`src/rtl/dram_refresh_decoder.sv`:
```
module dram_refresh_decoder #(
  parameter int ROW_W = 9
) (
  input  logic             clk,
  input  logic             rst_n,
  input  logic             ras_n,
  input  logic             casl_n,
  input  logic             casu_n,
  input  logic             trg_n,
  input  logic             we_n,
  input  logic [1:0]       cbr_sel,
  input  logic [ROW_W-1:0] ext_row,
  input  logic             set_wpb,
  input  logic             set_stop,
  output logic             in_cycle,
  output logic [1:0]       cycle_kind,
  output logic             refresh_stb,
  output logic [ROW_W-1:0] refresh_row,
  output logic             mode_clear,
  output logic             wpb_on,
  output logic             stop_on,
  output logic             out_hiz
);

  localparam logic [1:0] K_NORM = 2'd0;
  localparam logic [1:0] K_CBR  = 2'd1;
  localparam logic [1:0] K_HID  = 2'd2;
  localparam logic [1:0] K_ROR  = 2'd3;

  logic             ras_q;
  logic             armed;
  logic [ROW_W-1:0] cnt;
  logic [ROW_W-1:0] row_lat;
  logic [1:0]       fall_kind;

  wire cas_any  = !casl_n || !casu_n;
  wire cas_both = !casl_n && !casu_n;
  wire fall     = ras_q && !ras_n;
  wire rise     = !ras_q && ras_n;
  wire opt_rst  = (cbr_sel == 2'b00) || (cbr_sel == 2'b11);
  wire clr_now  = fall && (fall_kind == K_CBR) && opt_rst;

  assign fall_kind = (armed && cas_both) ? K_HID : (cas_any ? K_CBR : K_ROR);
  assign in_cycle  = !ras_q;

  always_ff @(posedge clk) begin
    if (!rst_n) begin
      ras_q       <= 1'b1;
      armed       <= 1'b0;
      cnt         <= '0;
      row_lat     <= '0;
      cycle_kind  <= K_NORM;
      refresh_stb <= 1'b0;
      refresh_row <= '0;
      mode_clear  <= 1'b0;
      wpb_on      <= 1'b0;
      stop_on     <= 1'b0;
    end else begin
      ras_q       <= ras_n;
      refresh_stb <= 1'b0;
      mode_clear  <= clr_now;
      if (fall) begin
        cycle_kind <= fall_kind;
        row_lat    <= ext_row;
      end else if (rise) begin
        case (cycle_kind)
          K_CBR, K_HID: begin
            refresh_stb <= 1'b1;
            refresh_row <= cnt;
            cnt         <= cnt + 1'b1;
          end
          K_ROR: begin
            refresh_stb <= 1'b1;
            refresh_row <= row_lat;
          end
          default: ;
        endcase
      end else if (in_cycle && cycle_kind == K_ROR && cas_any) begin
        cycle_kind <= K_NORM;
      end
      if (rise)
        armed <= cas_both && ((cycle_kind == K_NORM && we_n) || cycle_kind == K_HID);
      else if (!cas_both)
        armed <= 1'b0;
      if (clr_now) begin
        wpb_on  <= 1'b0;
        stop_on <= 1'b0;
      end else begin
        if (set_wpb)  wpb_on  <= 1'b1;
        if (set_stop) stop_on <= 1'b1;
      end
    end
  end

  always_comb begin
    if (!in_cycle)
      out_hiz = !armed;
    else begin
      case (cycle_kind)
        K_CBR:   out_hiz = 1'b1;
        K_HID:   out_hiz = 1'b0;
        default: out_hiz = !(cas_any && !trg_n);
      endcase
    end
  end

  logic chk_ok = 1'b0;
  always_ff @(posedge clk) chk_ok <= rst_n;

  a_r1_cbr_class: assert property (@(posedge clk) disable iff (!rst_n)
    chk_ok && $rose(in_cycle) && cycle_kind == K_CBR |-> $past(!casl_n || !casu_n));

  a_r4_row_step: assert property (@(posedge clk) disable iff (!rst_n)
    chk_ok && cnt != $past(cnt) |-> cnt == $past(cnt) + 1'b1);

  a_r5_stb_single: assert property (@(posedge clk) disable iff (!rst_n)
    refresh_stb |=> !refresh_stb);

  a_r6_clear_flags: assert property (@(posedge clk) disable iff (!rst_n)
    mode_clear |-> !wpb_on && !stop_on);

endmodule

```
`config.mk`:
```
export PLATFORM = sky130hd
export DESIGN_NAME = dram_refresh_decoder
export DESIGN_NICKNAME = d
export VERILOG_FILES = /design/src/rtl/dram_refresh_decoder.sv
export SDC_FILE = /design/constraint.sdc
export NUM_CORES = 1
export LEC_CHECK = 0
export ABC_AREA = 0
export ABC_CLOCK_PERIOD_IN_PS = 3750
export BUFFER_PORTS_ARGS = -buffer_cell sky130_fd_sc_hd__buf_2
export CAP_MARGIN = 5
export CORE_ASPECT_RATIO = 0.9
export CORE_MARGIN = 3
export CORE_UTILIZATION = 59
export CTS_BUF_LIST = sky130_fd_sc_hd__clkbuf_4
export CTS_CLUSTER_DIAMETER = 200
export CTS_CLUSTER_SIZE = 16
export DETAILED_ROUTE_END_ITERATION = 6
export PLACE_DENSITY_LB_ADDON = 0.1
export SLEW_MARGIN = 10
export SYNTH_ARGS = -nofsm -noshare
export SYNTH_HDL_FRONTEND = slang
export SYNTH_SLANG_ARGS = --single-unit
```
`constraint.sdc`:
```
create_clock -name clk -period 3.75 [get_ports clk]
set_input_delay 0.75 -clock clk [delete_from_list [all_inputs] [get_ports clk]]
set_output_delay 0.75 -clock clk [all_outputs]
set_load 0.02 [all_outputs]
```
Yosys cells after proc, flatten, opt, wreduce, memory -nomap -nowiden
Index checks and enable logic that the tools add are counted.
- add/sub/neg operators: 1
- multipliers: 0
- divide/modulo/power cells: 0
- $lt $le $gt $ge: 0
- equal/unequal tests: 7
- shifts and indexed selects: 0
- mux-type cells: 11
- bitwise operators: 3
- reduce and logical (&&, ||, !) cells: 32
- operator list (cell ; number):
    9-bit one-hot mux with 2 select lines ; 1
    1-bit logical AND ; 11
    2-bit 2-to-1 mux ; 5
    9-bit by 1-bit adder with 9-bit output (second input constant) ; 1
    1-bit logical NOT ; 7
    2-bit equality test (second input constant) ; 3
    3-bit AND reduction ; 2
    3-bit OR reduction ; 2
    2-bit by 1-bit equality test with 1-bit output (second input constant) ; 2
    2-bit logical NOT ; 2
    1-bit 2-to-1 mux ; 4
    2-bit nonzero test ; 2
    2-bit OR reduction ; 2
    1-bit logical OR ; 3
    1-bit inverter ; 3
    2-bit by 1-bit inequality test with 1-bit output (second input constant) ; 1
    2-bit inequality test (second input constant) ; 1
    1-bit one-hot mux with 2 select lines ; 1
    2-bit AND reduction ; 1
- register bits after elaboration: 35
- bits in latches: 0
- bits in writable memories: 0
- bits in read-only memories: 0
- output and inout bits: 17
- logic and storage cells: 64
- memories kept: 0

Longest topological paths before layout
- depth after elaboration: 8
- depth in mapped cells: 6

Least setup slack after synthesis
No wires, ideal clock.
- path type: register -> output
- start point: register cycle_kind[0]
- end point: output out_hiz
- data arrival time: 1544 ps
- data required time: 3000 ps
- setup slack: 1456 ps
- cell stages (with the launch flop): 5
- path through: dfxtp_1 -> inv_1 -> ha_1 -> o311ai_0 -> o21ai_0
- cells in the longest elaborated chain, start to end: 3
- elaborated cells between the ends (all ways): 4
- those cells by class: eq/ne: 2; mux: 2
- RTL lines (item ; line ; text):
    from (decl) ; 16 ; output logic [1:0] cycle_kind,
    from (signal assigned) ; 63 ; cycle_kind <= fall_kind;
    2-bit equality test / 2-bit by 1-bit equality test with 1-bit output (equally long branches) ; 99 ; case (cycle_kind)
    1-bit one-hot mux with 2 select lines * ; 99 ;
    1-bit 2-to-1 mux * ; 96 ; if (!in_cycle)
    to (decl) ; 22 ; output logic out_hiz
Mark *: on every way between the ends. The rest lies on a longest branch, timed or not.

Worst setup path after layout
Ends and elaborated chain as after synthesis.

==> impl_results.md <==
- Total negative slack: 0 ns
- Row count: 16
- Chip Height: 54.3 µm
- Total grt overflow: 0
- Register area share after synthesis: 0.459
- Clock Sinks: 35
- Routability cong.: about 0.93
- Post-CTS Resized: 0
- Net count reported at finish: 231
- P&R area growth vs syn: 15.6%
- Library cells used by synthesis: 31
- Post-DP HPWL: 2440 µm
- CTS tree: built
- CTS buffer count: 5
- Post-Syn Area: ~1500 µm²
- Slew HR: 0.409
- Layout cells sized above 1: 0.223
- Total GRT Usage: 0.225
- Starting Density: 0.657
- Core area: 2320 µm²
- Cell with the most instances after synthesis: dfxtp_1
- Worst setup endpoint: out_hiz
- Post-synth EDFFs: 0
- Largest family of logic cells by synthesized area: simple AND/OR/NAND/NOR gates
- Initial antenna violation count: 0
- Worst-Margin Slew: between 0.8 and 0.9 ns
- Worst-Skew Late Latency: 0.34 ns
- Post-Synth Simple-Gate Area: 0.216
- Crit-path cells: inv_1 -> ha_1 -> o311ai_0 -> o21ai_0 -> buf_2
- Largest net degree at the start of global routing: 31
- Crit. End Element: output pin
- IO Pins: 37
- Post-synth top flop: dfxtp_1
- Iteration-0 DRC count of the detailed router: 43
- Diode count: 0
- Post-synthesis adder-cell area fraction: 0.0492
- Synth top area share: 0.459
- Synthesized area per cell: between 8 and 9 µm²
- Compound-gate portion of the synthesized area: 0.168
- Leakage: ~0.7 nW
- CTS Root Cell: clkbuf_4
- Port Buf Inserts: 36
- Cells after synthesis: 170
- Die W: 59.6 µm
- Final WL: around 3300 µm
- XOR/XNOR Fraction of Synth Area: 0.0172
- Critical path's top delay family: compound AO/OA/AOI/OAI gates
- CP startpoint kind: flop
- Synth async-reset ratio: 0
- Slowest cell on the critical path: dfxtp_1
- Via count: about 1,300
- DR pass1 iterations: 4
- Max capacitance violation total: 0
- Hold Vio Cnt, Final: 0
- Fin Hold WS: between 0.4 and 0.5 ns
- Fmax: between 300 and 400 MHz
- Fillcell total: 174
- Die Footprint: 3230 µm²
- Final Cycle Share: 0.705
- R2R Setup Slk: 1.65 ns
- Worst r2r src: cycle_kind[0]$_SDFFE_PN0P_
- Post-DR wirelength/cell: ~14 µm
- Slew Viols, Final: 0
- Yosys warnings: 0
- Critical path class: reg2out
- Synth top area cells: dfxtp_1, a21oi_1, mux2i_1, nand2_1, ha_1
- Status: finished clean
- Worst reg-to-reg path cell count: 5
- Crit Path Max Fanout: 6
- PwrDens: around 380 nW/µm²
- WP data required: 3.00 ns
- Final setup viols: 0
- R2r endpoint: cnt[8]$_SDFFE_PN0P_
- Net Count, Synth: about 200
- Top cell type by total area after synthesis: dfxtp_1
- DRC errors left: 0
- CP bufs+invs: 2
- Clock Skew: between 0.005 and 0.006 ns
- Mux cell area share after synthesis: 0.0590
- First-pass GRT wire length: between 5000 and 6000 µm
- Htree depth: 2
- Crit path DAT: approximately 1.9 ns
- Worst VDD drop: 0.395 mV
- Setup bufs post-CTS: 0
- Cts hold-fix bufs: 0
- Clock Tree Buf Depth: 2
- Worst Hold Class: reg2reg
- Synth cell count leaders: dfxtp_1, nand2_1, a21oi_1, nor2_1
- Reg clk slew, reported paths: roughly 0.10 ns
- Vias in the first global route: about 1,200
- Tmin final: ~2.6 ns
- Vias per inst: between 5 and 6
- Flops & latches, synth: 35
- Post-route ant nets: 0
- CP startpoint: cycle_kind[0]$_SDFFE_PN0P_
- RSZ-0062 raised after global routing: false
- CP Depth: 5
- Slowest stage delay, CP: approximately 0.40 ns
-- kinds of logic after synthesis --
| group | count (synthesis) |
|---|---|
| AND/OR/NAND/NOR | 65 |
| multiplexers | 9 |
| AO/OA/AOI/OAI | 40 |
| buffers and inverters | 12 |
| XOR/XNOR | 3 |
| adder cells (fa/ha/maj) | 6 |
| flip-flops | 35 |
-- metal layers --
layer | wire (µm) | part of all wire | global-route usage | vias to the layer above
met3 | 170 | 0.052 | 0.0943 | 6
met4 | 57 | 0.017 | 0.0996 | 0
li1 | - | - | - | 683
met2 | 1510 | 0.46 | 0.353 | 28
met1 | 1530 | 0.47 | 0.272 | 594
met5 | 0 | 0 | 0 | -
-- sequential cells by signal (all words and copies together), names as in the netlist --
name / count
ras_q: 1
armed: 1
row_lat: 9
cnt: 9
cycle_kind: 2
refresh_stb: 1
mode_clear: 1
wpb_on: 1
stop_on: 1
refresh_row: 9
-- cell usage in the layout (no fill, tap or decap) --
cell and instances:
o31ai_1 3, and2_1 1, nand2_1 24, and3_1 1, o41ai_1 1, a21bo_2 1
o21ai_0 4, nand3b_1 1, and2b_1 2, o32ai_1 2, clkbuf_4 7, nand3_1 1
nor3b_1 2, ha_1 6, or4_1 3, a21oi_1 18, nor2_1 18, nand4b_1 2
clkinv_2 1, o2111a_1 1, inv_1 4, mux2i_1 9, or2b_1 1, xor2_1 3
a211oi_1 9, nor3b_4 1, nand4_1 3, o311ai_0 1, buf_2 36, dfxtp_1 35
or3_1 3, nand2b_1 2
-- area by class of cell --
| class | instances | area (µm²) | area share |
|---|---|---|---|
| timing repair buffer | 36 | 180 | 0.102 |
| sequential | 35 | 701 | 0.397 |
| multi-input combinational | 123 | 777 | 0.440 |
| clock buffer | 7 | 52.6 | 0.0298 |
| inverter | 4 | 15.0 | 0.00851 |
| clock inverter | 1 | 5.00 | 0.00284 |
| tap | 27 | 33.8 | 0.0191 |
-- stage by stage --
stage          instances  cell area (µm²)  worst slack, ns   util  total power [mW]
5_1_grt              233             1760            0.947  0.760             0.711
4_1_cts              233             1760             1.12  0.760             0.684
3_3_place_gp         225             1710             1.44  0.735             0.476
2_1_floorplan        170             1530             1.46      -             0.450
6_report             233             1760             1.11  0.760             0.679
3_5_place_dp         225             1710             1.39  0.735             0.480
-- how the worst min path moves through the flow --
stage / end / from / slack, ns / cells past startpoint
2_1_floorplan: row_lat[0]$_SDFFE_PN0P_ / row_lat[0]$_SDFFE_PN0P_ / 0.44 / 2
3_3_place_gp: row_lat[2]$_SDFFE_PN0P_ / row_lat[2]$_SDFFE_PN0P_ / 0.44 / 2
3_5_place_dp: row_lat[0]$_SDFFE_PN0P_ / row_lat[0]$_SDFFE_PN0P_ / 0.45 / 2
5_1_grt: row_lat[7]$_SDFFE_PN0P_ / row_lat[7]$_SDFFE_PN0P_ / 0.48 / 2
4_1_cts: row_lat[0]$_SDFFE_PN0P_ / row_lat[0]$_SDFFE_PN0P_ / 0.46 / 2
6_report: row_lat[0]$_SDFFE_PN0P_ / row_lat[0]$_SDFFE_PN0P_ / 0.46 / 2
-- tightest hold or removal path: stages (launching register included) --
cell     delay [ns]
dfxtp_1        0.32
nand2_1        0.05
a21oi_1        0.05
-- report_power, final --
| group | total (mW) | leakage [nW] | internal (mW) | switching (mW) |
|---|---|---|---|---|
| logic | 0.0782 | 0.386 | 0.0303 | 0.0478 |
| clock network | 0.208 | 0.0361 | 0.0874 | 0.121 |
| registers | 0.393 | 0.285 | 0.385 | 0.00821 |
| total | 0.679 | 0.707 | 0.503 | 0.177 |
Note: power is estimated with default switching activity, not from simulation.
